[config.mk]
export PLATFORM = sky130hd
export DESIGN_NAME = serial_div_prog
export DESIGN_NICKNAME = d
export VERILOG_FILES = /design/src/rtl/serial_div_prog_pkg.sv /design/src/rtl/sprog_sync.sv /design/src/rtl/sprog_shifter.sv /design/src/rtl/sprog_decode.sv /design/src/rtl/serial_div_prog.sv
export SDC_FILE = /design/constraint.sdc
export NUM_CORES = 1
export LEC_CHECK = 0
export BUFFER_PORTS_ARGS = -buffer_cell sky130_fd_sc_hd__buf_2
export CAP_MARGIN = 20
export CORE_MARGIN = 8
export CORE_UTILIZATION = 45
export CTS_BUF_LIST = sky130_fd_sc_hd__clkbuf_16
export DETAILED_ROUTE_END_ITERATION = 10
export PLACE_DENSITY_LB_ADDON = 0.12
export SLEW_MARGIN = 5
export SYNTH_ARGS = -nofsm -noshare
export SYNTH_HDL_FRONTEND = slang
export SYNTH_HIERARCHICAL = 1
export SYNTH_SLANG_ARGS = --single-unit
[constraint.sdc]
create_clock -name clk -period 3.15 [get_ports clk]
set_input_delay 0.315 -clock clk [delete_from_list [all_inputs] [get_ports clk]]
set_output_delay 0.315 -clock clk [all_outputs]
set_load 0.02 [all_outputs]
[src/rtl/serial_div_prog_pkg.sv]
package serial_div_prog_pkg;
   typedef enum logic [1:0] {
      DST_NONE = 2'd0,
      DST_REF  = 2'd1,
      DST_MAIN = 2'd2
   } dst_e;
endpackage

[src/rtl/sprog_sync.sv]
module sprog_sync #(
   parameter int STAGES = 2,
   parameter int WIDTH  = 3
) (
   input  logic             clk,
   input  logic             rst_n,
   input  logic [WIDTH-1:0] d_in,
   output logic [WIDTH-1:0] d_out
);
   logic [WIDTH-1:0] chain [STAGES];

   always_ff @(posedge clk or negedge rst_n) begin
      if (!rst_n) begin
         for (int k = 0; k < STAGES; k++) chain[k] <= '0;
      end else begin
         chain[0] <= d_in;
         for (int k = 1; k < STAGES; k++) chain[k] <= chain[k-1];
      end
   end

   assign d_out = chain[STAGES-1];
endmodule

[src/rtl/sprog_shifter.sv]
module sprog_shifter #(
   parameter int SR_W    = 19,
   parameter int CNT_W   = 5,
   parameter int CNT_MAX = 20
) (
   input  logic             clk,
   input  logic             rst_n,
   input  logic             bit_en,
   input  logic             bit_val,
   input  logic             frame_end,
   output logic [SR_W-1:0]  shift_q,
   output logic [CNT_W-1:0] count_q
);
   always_ff @(posedge clk or negedge rst_n) begin
      if (!rst_n) begin
         shift_q <= '0;
         count_q <= '0;
      end else if (frame_end) begin
         count_q <= '0;
      end else if (bit_en) begin
         shift_q <= {shift_q[SR_W-2:0], bit_val};
         if (count_q != CNT_W'(CNT_MAX)) count_q <= count_q + 1'b1;
      end
   end
endmodule

[src/rtl/sprog_decode.sv]
module sprog_decode
   import serial_div_prog_pkg::*;
#(
   parameter int R_W    = 14,
   parameter int N_W    = 11,
   parameter int A_W    = 7,
   parameter int R_MIN  = 8,
   parameter int N_MIN  = 3,
   parameter int SR_W   = 19,
   parameter int CNT_W  = 5
) (
   input  logic [SR_W-1:0]  shift_q,
   input  logic [CNT_W-1:0] count_q,
   input  logic             frame_end,
   output dst_e             dst,
   output logic             reject,
   output logic [R_W-1:0]   f_r,
   output logic             f_p,
   output logic [N_W-1:0]   f_n,
   output logic [A_W-1:0]   f_a
);
   localparam int REF_LEN  = R_W + 2;
   localparam int MAIN_LEN = N_W + A_W + 1;

   logic ctrl, len_ref, len_main, r_ok, na_ok;

   assign ctrl     = shift_q[0];
   assign f_r      = shift_q[R_W:1];
   assign f_p      = shift_q[R_W+1];
   assign f_a      = shift_q[A_W:1];
   assign f_n      = shift_q[A_W+N_W:A_W+1];
   assign len_ref  = (count_q == CNT_W'(REF_LEN));
   assign len_main = (count_q == CNT_W'(MAIN_LEN));
   assign r_ok     = (f_r >= R_W'(R_MIN));
   assign na_ok    = (f_n >= N_W'(N_MIN)) && (f_n >= N_W'(f_a));

   always_comb begin
      dst    = DST_NONE;
      reject = 1'b0;
      if (frame_end) begin
         if (len_ref && ctrl && r_ok)          dst = DST_REF;
         else if (len_main && !ctrl && na_ok)  dst = DST_MAIN;
         else                                  reject = 1'b1;
      end
   end
endmodule

[src/rtl/serial_div_prog.sv]
module serial_div_prog
   import serial_div_prog_pkg::*;
#(
   parameter int SYNC_STAGES = 2,
   parameter int R_W         = 14,
   parameter int N_W         = 11,
   parameter int A_W         = 7,
   parameter int R_MIN       = 8,
   parameter int N_MIN       = 3
) (
   input  logic           clk,
   input  logic           rst_n,
   input  logic           ser_clk,
   input  logic           ser_data,
   input  logic           ser_strobe,
   output logic [R_W-1:0] r_div,
   output logic           presc_sel,
   output logic [N_W-1:0] n_div,
   output logic [A_W-1:0] a_div,
   output logic           r_upd,
   output logic           na_upd,
   output logic           prog_err
);
   localparam int REF_LEN  = R_W + 2;
   localparam int MAIN_LEN = N_W + A_W + 1;
   localparam int SR_W     = (REF_LEN > MAIN_LEN) ? REF_LEN : MAIN_LEN;
   localparam int CNT_MAX  = SR_W + 1;
   localparam int CNT_W    = $clog2(CNT_MAX + 1);

   generate
      if (SYNC_STAGES < 2) begin : g_chk_sync
         $error("serial_div_prog: SYNC_STAGES must be at least 2");
      end
      if (REF_LEN == MAIN_LEN) begin : g_chk_len
         $error("serial_div_prog: word lengths must differ");
      end
      if (N_W < A_W) begin : g_chk_na
         $error("serial_div_prog: N_W must not be narrower than A_W");
      end
   endgenerate

   logic [2:0] sy;
   logic       sclk_q, stb_q, sclk_rise, stb_rise;

   sprog_sync #(.STAGES(SYNC_STAGES), .WIDTH(3)) u_sync (
      .clk(clk), .rst_n(rst_n),
      .d_in({ser_strobe, ser_data, ser_clk}),
      .d_out(sy)
   );

   always_ff @(posedge clk or negedge rst_n) begin
      if (!rst_n) begin
         sclk_q <= 1'b0;
         stb_q  <= 1'b0;
      end else begin
         sclk_q <= sy[0];
         stb_q  <= sy[2];
      end
   end

   assign sclk_rise = sy[0] & ~sclk_q;
   assign stb_rise  = sy[2] & ~stb_q;

   logic [SR_W-1:0]  shift_q;
   logic [CNT_W-1:0] count_q;

   sprog_shifter #(.SR_W(SR_W), .CNT_W(CNT_W), .CNT_MAX(CNT_MAX)) u_shift (
      .clk(clk), .rst_n(rst_n),
      .bit_en(sclk_rise), .bit_val(sy[1]), .frame_end(stb_rise),
      .shift_q(shift_q), .count_q(count_q)
   );

   dst_e           dst;
   logic           reject;
   logic [R_W-1:0] f_r;
   logic           f_p;
   logic [N_W-1:0] f_n;
   logic [A_W-1:0] f_a;

   sprog_decode #(
      .R_W(R_W), .N_W(N_W), .A_W(A_W), .R_MIN(R_MIN), .N_MIN(N_MIN),
      .SR_W(SR_W), .CNT_W(CNT_W)
   ) u_dec (
      .shift_q(shift_q), .count_q(count_q), .frame_end(stb_rise),
      .dst(dst), .reject(reject),
      .f_r(f_r), .f_p(f_p), .f_n(f_n), .f_a(f_a)
   );

   always_ff @(posedge clk or negedge rst_n) begin
      if (!rst_n) begin
         r_div     <= '0;
         presc_sel <= 1'b0;
         n_div     <= '0;
         a_div     <= '0;
         r_upd     <= 1'b0;
         na_upd    <= 1'b0;
         prog_err  <= 1'b0;
      end else begin
         r_upd  <= (dst == DST_REF);
         na_upd <= (dst == DST_MAIN);
         if (dst == DST_REF) begin
            r_div     <= f_r;
            presc_sel <= f_p;
         end
         if (dst == DST_MAIN) begin
            n_div <= f_n;
            a_div <= f_a;
         end
         if (reject) prog_err <= 1'b1;
      end
   end
endmodule

==> impl_metrics.csv, run 1 <==
group,metric,value,unit
die,die_w,101,um
cts,clockBufferDepth,2,
global_routing,grt_max_degree,41,
run_status,status,"completed",
setup_path,critPathRequiredTime,3350,ps
cts,cts_tree,"yes",
route,ant_nets,0,
synthesis,synthCells,233,
global_routing,grt.total_usage,11.8,%
timing,rsz0062_at_grt,"false",
synthesis,yosysTopAreaCellShare,52.4,%
cts,numClockSinks,68,
die,row_count,31,
cts,htreeDepth,3,
pwr,finalPower,2.25,mW
global_routing,grt_pass1_wl,9140,um
timing,fin_crit,2480,ps
setup_path,slowest_stage,"or4_4",
timing,finClkSkew,7.28,ps
layout,fillers,653,
timing,setup_viol,0,
die,fp.coreArea,0.00714,mm^2
synthesis,post_synth_num_cell_types,35,
global_routing,globalRouteOverflowTotal,0,
flow_run,cap_violations,0,
placement,place_congestion,0.743,
pwr,p_per_area,644,mW/mm^2
cts,clk_pin_slew_worst_paths,50,ps
placement,postPlaceCellArea,0.00325,mm^2
die,pin_count,41,
timing,fmax,402,MHz
layout,fin_util,49.0,%
route,dr.pass1.iters,4,
synthesis,ys_top_cells_by_area,"dfrtp_1, mux2_4, buf_4",
setup_path,crit_path_end_kind,"flop",
synthesis,yosysSeqAreaShare,52.4,%
layout,layoutNonFillerInstCount,348,
setup_path,worst_setup_path_start_kind,"flop",
layout,num_antenna_cells,0,
timing,post-route-period-util,78.9,%
timing,worst_slack,665,ps
layout,nets,259,
setup_path,cp_slowest_stage_delay,560,ps
die,die_area,0.0102,mm^2
global_routing,grt_pass1_vias,1734,
setup_path,reg2reg_depth,6,
placement,dp_hpwl,3610,um
die,die_h,101,um
cts,cts_hold_buf,0,
setup_path,worst-path-stages,6,
route,vias_per_cell,4.80,
synthesis,yosys_register_bits,68,
min_path,hp-class,"in -> async",
timing,worst_pin_slew,683,ps
timing,slew_headroom,54.4,%
cts,cts_buffers,9,
synthesis,synth_area,0.00325,mm^2
setup_path,crit_family,"simple AND/OR/NAND/NOR gates",
route,drc,0,
timing,fin_tns_setup,0,ps
placement,io_buffers,40,
route,routed_wl,5340,um
setup_path,crit_type,"reg -> reg",
cts,clockRootBuffer,"clkbuf_16",
cts,cts_resized,0,
synthesis,ys_warn_count,6,
placement,dpl.cell_count,333,
synthesis,synth_fp_nets,247,
setup_path,critPathBufInv,0,
layout,final_cell_area,0.00350,mm^2
synthesis,synth_top_cell_by_area,"dfrtp_1",
timing,hold_viol,0,
layout,syn_to_final_growth,7.79,%
synthesis,post_synth.cell_area_avg,13.9,um^2
route,detailedRoute.firstIterationViolations,28,
setup_path,crit_chain,"or4_4 > and4bb_1 > o21ai_1 > and3b_1 > nand2b_4 > mux2_2",
global_routing,antenna_found_initial,0,
setup_path,cp.arrival,2690,ps
route,wl_per_cell,15.4,um
die,initial_core_util,45.5,%
placement,place_ws,653,ps
setup_path,critPathMaxFanout,16,
pwr,p_leak,1.86,nW
pwr,peakVddDrop,399,uV
cts,post_cts_buffers,0,
layout,drive_gt1_share,45.0,%
cts,insertion_delay,320,ps
timing,whs,35.5,ps
route,via_count,1670,
timing,final_max_slew_viol_count,0,
[final cells by class]
class	instances	area [um^2]	area share, %
Sequential cell	68	1700	48.6
Multi-Input combinational cell	110	1140	32.6
Timing Repair Buffer	43	235	6.72
Clock buffer	9	225	6.44
Tap cell	99	124	3.54
Inverter	13	48.8	1.39
Clock inverter	6	23.8	0.680
[logic make-up after synthesis]
group / count (synthesis) / synth area share, %
simple gates: 34 / 7.29
xor+xnor: 1 / 0.270
fa+ha+maj: 9 / 3.47
buf+inv: 55 / 12.5
mux: 52 / 21.3
flops: 68 / 52.4
compound gates: 14 / 2.81
[cells in the final DEF, fill, tap and decap left out, drive strengths merged, types with 2 or more instances in the layout]
master   n
nand2    2
nor2     6
mux2    52
nand4b   3
a211oi   2
o31ai    2
clkbuf   9
nand4    3
dfrtp   68
inv     14
ha       9
nor2b    3
nand3    3
o21ai    3
a31oi    2
nand2b   4
a21oi    3
buf     43
clkinv   5
nor4     2
nor3b    2
[report_power, final]
| group | internal [mW] | switching (mW) | total (mW) |
|---|---|---|---|
| Clock | 0.511 | 0.331 | 0.842 |
| Sequential | 0.957 | 0.131 | 1.09 |
| Combinational | 0.184 | 0.137 | 0.321 |
[final timing paths]
kind / start / to / slack (ps)
max: u_shift/shift_q[13] / r_div[13] / 670
min: rst_n / u_shift/count_q[2] / 40
max reg2reg: u_shift/shift_q[13] / r_div[13] / 670
min reg2reg: u_sync/chain[5] / u_sync/d_out[2] / 340
max in group asynchronous: rst_n / u_shift/shift_q[10] / 2470
min in group clk: ser_data / u_sync/chain[4] / 100
[routing by layer]
layer	vias up	wire [um]	track usage, %
met5	-	0	0
met4	0	72	6.19
met3	7	202	3.52
met2	31	2470	17.0
met1	842	2600	15.5
li1	790	-	-
[Yosys cell counts, drive strengths merged]
master	number
or4	1
dfrtp	68
ha	9
nor2	6
nand2b	4
nand4	3
nor2b	3
xor2	1
a21oi	3
o211a	1
a211o	1
or2	1
and4bb	1
nor4	2
inv	13
and2	1
buf	42
nor3	1
a211oi	2
o31ai	2
nor3b	2
mux2	52
nand2	2
nand4b	3
a31oi	2
and3b	1
o21ai	3
nand3	3
[sequential cells by signal, summed over array words and instances (netlist names)]
register	count
a_div	7
n_div	11
na_upd	1
presc_sel	1
prog_err	1
r_div	14
r_upd	1
sclk_q	1
stb_q	1
u_shift/count_q	5
u_shift/shift_q	19
u_sync/chain	3
u_sync/d_out	3
No activity file was read; power rests on OpenSTA's default activity.
==> run 2, diff against run 1 <==
ABC_AREA = 1   (was unset)
clock period = 2.31 ns   (was 3.15 ns; I/O delays follow)
==> run 2 against run 1 <==
Against the previous run:
- utilization is 3.6 points higher
- power up 50%
- maximum frequency up 19%
- routed wire length grew 26%
- critical path type unchanged
==> impl_metrics.csv, run 2 <==
group,metric,value,unit
placement,place_ws,230,ps
global_routing,grt_pass1_vias,2393,
route,routed_wl,6710,um
layout,final_cell_area,0.00382,mm^2
synthesis,async_flop_share,100,%
setup_path,cp.arrival,2300,ps
cts,cts_buffers,9,
synthesis,synth_top_cell_by_area,"dfrtp_1",
flow_run,cap_violations,0,
route,vias_per_cell,4.63,
cts,clockRootBuffer,"clkbuf_16",
timing,post-route-period-util,90.2,%
layout,num_antenna_cells,0,
layout,layout_common_cells,"nand2_1, dfrtp_1, nand3_1",
run_status,status,"completed",
timing,worst_pin_slew,731,ps
global_routing,antenna_found_initial,0,
synthesis,synth_most_common_cell,"nand2_1",
timing,setup_viol,0,
synthesis,yosysTopAreaCellShare,50.2,%
layout,largest_registers,"u_shift/shift_q x19, r_div x14, n_div x11",
layout,syn_to_final_growth,12.8,%
synthesis,synth_fp_nets,408,
setup_path,critPathRequiredTime,2530,ps
timing,worst_slack,227,ps
setup_path,reg2reg_depth,14,
die,die_area,0.0106,mm^2
timing,fin_crit,2080,ps
timing,fmax,480,MHz
synthesis,synthCells,394,
cts,insertion_delay,330,ps
timing,finClkSkew,7.84,ps
die,die_h,103,um
global_routing,globalRouteOverflowTotal,0,
cts,clockBufferDepth,2,
cts,clk_pin_slew_worst_paths,50,ps
synthesis,synth_top_flop_cell,"dfrtp_1",
placement,postPlaceCellArea,0.00344,mm^2
timing,hold_viol,0,
route,detailedRoute.firstIterationViolations,97,
die,fp.coreArea,0.00725,mm^2
setup_path,worst_setup_path_start_kind,"flop",
pwr,p_per_area,885,mW/mm^2
pwr,peakVddDrop,393,uV
synthesis,yosysSeqAreaShare,50.2,%
synthesis,synth_common_cells,"nand2_1, dfrtp_1, nand3_1, buf_4, inv_1",
die,pin_count,41,
timing,whs,347,ps
synthesis,ys_warn_count,6,
layout,drive_gt1_share,22.2,%
cts,numClockSinks,68,
pwr,p_leak,2.17,nW
route,dr.pass1.iters,5,
setup_path,critPathMaxFanout,16,
timing,final_max_slew_viol_count,0,
global_routing,grt_pass1_wl,11400,um
layout,top_register,"u_shift/shift_q",
placement,io_buffers,40,
route,drc,0,
die,die_w,103,um
min_path,whs_path_depth,0,
layout,fillers,712,
cts,htreeDepth,3,
placement,dp_hpwl,4790,um
placement,dpl.cell_count,498,
placement,place_congestion,0.877,
setup_path,crit_path_end_kind,"flop",
timing,slew_headroom,51.3,%
global_routing,grt.total_usage,14.0,%
global_routing,grt_max_degree,31,
layout,layoutNonFillerInstCount,518,
route,via_count,2399,
synthesis,synth_area,0.00339,mm^2
synthesis,post_synth.cell_area_avg,8.60,um^2
die,row_count,31,
synthesis,yosys_register_bits,68,
cts,post_cts_buffers,0,
layout,multi_input_area,0.00118,mm^2
min_path,hp-class,"reg -> reg",
synthesis,post_synth_num_cell_types,26,
synthesis,synth_edf_count,0,
cts,cts_resized,0,
layout,nets,428,
layout,largest_reg_flops,19,
layout,regArea,0.00170,mm^2
cts,cts_tree,"yes",
timing,rsz0062_at_grt,"true",
route,ant_nets,0,
layout,final_common_cell,"nand2_1",
route,wl_per_cell,12.9,um
die,initial_core_util,46.7,%
setup_path,crit_type,"reg -> reg",
synthesis,ys_top_cells_by_area,"dfrtp_1, nand2_1, buf_4",
-- run 2: repair_timing --
item,4_1_cts,5_1_grt
setup endpoints to repair,0,4
endpoints found under the hold margin,31,0
hold buffers,4,0
-- run 2: logic make-up (layout without fill, tap and decap cells) --
logic type | count (synthesis) | count (layout) | share of synthesized area, %
fa+ha+maj | 9 | 9 | 3.32
simple gates | 227 | 227 | 30.1
compound gates | 10 | 10 | 1.48
buf+inv | 80 | 105 | 14.9
flops | 68 | 68 | 50.2
-- run 2: power by group --
group | switching, mW | total [mW] | internal [mW]
sequential | 0.0780 | 1.34 | 1.26
combinational | 0.299 | 0.502 | 0.203
clock | 0.494 | 1.54 | 1.05
total | 0.871 | 3.38 | 2.51
-- run 2: final cells by class --
type / count / area share [%]
clock buffers: 9 / 5.90
clock inverters: 7 / 2.98
inverters: 33 / 3.44
multi-input cells: 246 / 30.9
flip-flops and latches: 68 / 44.5
well taps: 99 / 3.24
repair buffers: 56 / 8.97
-- run 2: layer usage --
metal  GRT usage (%)  wire, um
met1            18.0      3170
met3            3.78       365
met2            22.4      3090
met4            4.67        81
met5               0         0
-- run 2: metrics by stage --
step | setup TNS (ps) | power [mW] | util, %
after global placement | 0 | 1.85 | 47.4
after global routing | -37.7 | 3.55 | 52.7
after detailed placement | 0 | 1.86 | 47.4
final | 0 | 3.38 | 52.7
after floorplan | 0 | 1.81 | -
after CTS | 0 | 3.43 | 52.7
-- run 2: final timing paths --
check                                   start                 end  slack [ps]
max                        u_shift/shift_q[7]            r_div[6]         230
min                           u_sync/chain[4]     u_sync/d_out[1]         350
max reg2reg                u_shift/shift_q[7]            r_div[6]         230
min reg2reg                   u_sync/chain[4]     u_sync/d_out[1]         350
max in group asynchronous               rst_n           r_div[10]        1170
min in group asynchronous               rst_n  u_shift/shift_q[8]         500
-- run 2: worst max-delay path, stage by stage, from the launching register on --
cell	delay (ps)
dfrtp_1	430
inv_1	80
ha_1	310
nand2_1	110
inv_2	40
nand2_1	50
nand2_1	50
nor2_1	110
nand3_2	80
nand2_1	80
nor2_2	40
inv_2	230
nand2_4	200
nand2_1	110
nand2_1	50
==> run 3, diff against run 2 <==
CTS_BUF_LIST = sky130_fd_sc_hd__clkbuf_8   (was sky130_fd_sc_hd__clkbuf_16)
==> run 3 against run 2 <==
Against the previous run:
- clock power shrank 20%
- sequential power about the same
- power is 9.3% lower
- combinational power fell by 0.8%
- count of clock-buffer cells in the layout increased by 2
- first-iteration DRC count increased by 8.2%
==> impl_metrics.csv, run 3 (same netlist as run 2, synthesis figures left out) <==
group,metric,value,unit
run_status,status,"completed",
cts,htreeDepth,3,
cts,clk_pin_slew_worst_paths,70,ps
route,drc,0,
global_routing,grt_max_degree,31,
global_routing,grt_pass1_wl,11300,um
die,die_area,0.0106,mm^2
cts,cts_buffers,9,
global_routing,antenna_found_initial,0,
cts,insertion_delay,340,ps
layout,largest_reg_flops,19,
timing,worst_pin_slew,728,ps
route,wl_per_cell,12.9,um
layout,top_register,"u_shift/shift_q",
cts,post_cts_buffers,0,
setup_path,slowest_stage,"dfrtp_1",
die,pin_count,41,
timing,hold_viol,0,
setup_path,crit_path_end_kind,"flop",
setup_path,crit_type,"reg -> reg",
pwr,p_leak,2.13,nW
cts,numClockSinks,68,
timing,finClkSkew,11.2,ps
route,dr.pass1.iters,4,
layout,nets,428,
setup_path,critPathRequiredTime,2540,ps
setup_path,critPathMostFrequentCell,"nand2_1",
setup_path,critPathMaxFanout,19,
timing,post-route-period-util,90.6,%
setup_path,crit_family,"simple AND/OR/NAND/NOR gates",
timing,setup_viol,0,
die,die_h,103,um
setup_path,crit_chain,"inv_1 > ha_1 > nand2_1 > inv_2 > nand2_1 > nor2_2 > nand2_1 > nand3_2 > nand2_1 > nor2_2 > buf_4 > nand2_8 > nand2_1 > nand2_1",
timing,whs,350,ps
cts,cts_tree,"yes",
cts,clockRootBuffer,"clkbuf_8",
placement,dp_hpwl,4790,um
cts,cts_resized,0,
timing,slew_headroom,51.5,%
layout,fillers,733,
timing,fmax,478,MHz
pwr,pwr-share-clk,40.3,%
pwr,peakVddDrop,347,uV
timing,fin_crit,2090,ps
cts,clockBufferDepth,2,
placement,place_congestion,0.877,
route,ant_nets,0,
setup_path,cp.arrival,2320,ps
global_routing,globalRouteOverflowTotal,0,
pwr,seqPwrFrac,43.5,%
pwr,p_switching,0.828,mW
layout,num_antenna_cells,0,
min_path,hp-class,"reg -> reg",
die,fp.coreArea,0.00725,mm^2
pwr,p_int,2.24,mW
setup_path,cp_slowest_stage_delay,440,ps
pwr,p_comb_share,16.2,%
global_routing,grt_pass1_vias,2373,
die,row_count,31,
die,die_w,103,um
route,detailedRoute.firstIterationViolations,105,
layout,syn_to_final_growth,10.4,%
route,via_count,2395,
placement,io_buffers,40,
die,initial_core_util,46.7,%
setup_path,worst_setup_path_start_kind,"flop",
layout,drive_gt1_share,22.7,%
pwr,swShare,27.0,%
flow_run,cap_violations,0,
layout,final_common_cell,"nand2_1",
layout,largest_registers,"u_shift/shift_q x19, r_div x14, n_div x11",
layout,fin_util,51.5,%
timing,final_max_slew_viol_count,0,
setup_path,critPathBufInv,3,
pwr,p_per_area,820,mW/mm^2
route,vias_per_cell,4.62,
timing,rsz0062_at_grt,"true",
route,routed_wl,6670,um
global_routing,grt.total_usage,13.8,%
layout,layout_common_cells,"nand2_1, dfrtp_1, nand3_1",
[run 3: layout make-up]
class / instances / area [um^2] / area share [%]
clock buffer: 11 / 151 / 4.05
tap: 99 / 124 / 3.31
inverter: 33 / 131 / 3.51
timing repair buffer: 56 / 343 / 9.17
sequential: 68 / 1700 / 45.5
clock inverter: 5 / 106 / 2.84
multi-input combinational: 246 / 1180 / 31.6
[run 3: metal layers]
layer  track usage [%]  up-vias  wire length (um)
li1                  -     1235                 -
met1              18.0     1108              3170
met2              22.1       48              3050
met3              3.78        4               395
met4              3.34        0                51
met5                 0        -                 0
[run 3: metrics by stage]
stage	TNS (ps)	instance area, um^2	worst slack [ps]	power, mW	cells
detailed placement	0	3440	230	1.86	498
global route	-57.3	3740	-29.8	3.24	518
CTS	0	3740	214	3.10	518
floorplan	0	3390	492	1.81	394
global placement	0	3440	265	1.85	498
finish	0	3740	218	3.07	518
[run 3: timing repair]
| item | in CTS | in global routing |
|---|---|---|
| setup endpoints to repair | 0 | 7 |
| hold endpoints to repair | 31 | 0 |
| hold buffers | 4 | 0 |
[run 3: power groups by stage]
| stage | clock network (mW) | logic, mW | registers [mW] |
|---|---|---|---|
| after floorplan | 0 | 0.461 | 1.35 |
| after global placement | 0 | 0.495 | 1.36 |
| after detailed placement | 0 | 0.503 | 1.36 |
| after CTS | 1.26 | 0.509 | 1.34 |
| after global routing | 1.32 | 0.577 | 1.34 |
| final | 1.23 | 0.498 | 1.33 |
[run 3: worst paths after layout]
path / from / endpoint / slack, ps / depth (start not counted)
setup reg to reg: u_shift/shift_q[7] / n_div[7] / 220 / 14
hold / removal: u_sync/chain[4] / u_sync/d_out[1] / 350 / 0
setup / recovery: u_shift/shift_q[7] / n_div[7] / 220 / 14
hold reg to reg: u_sync/chain[4] / u_sync/d_out[1] / 350 / 0
max in group asynchronous: rst_n / r_div[10] / 1190 / 3
min in group asynchronous: rst_n / r_div[4] / 480 / 2
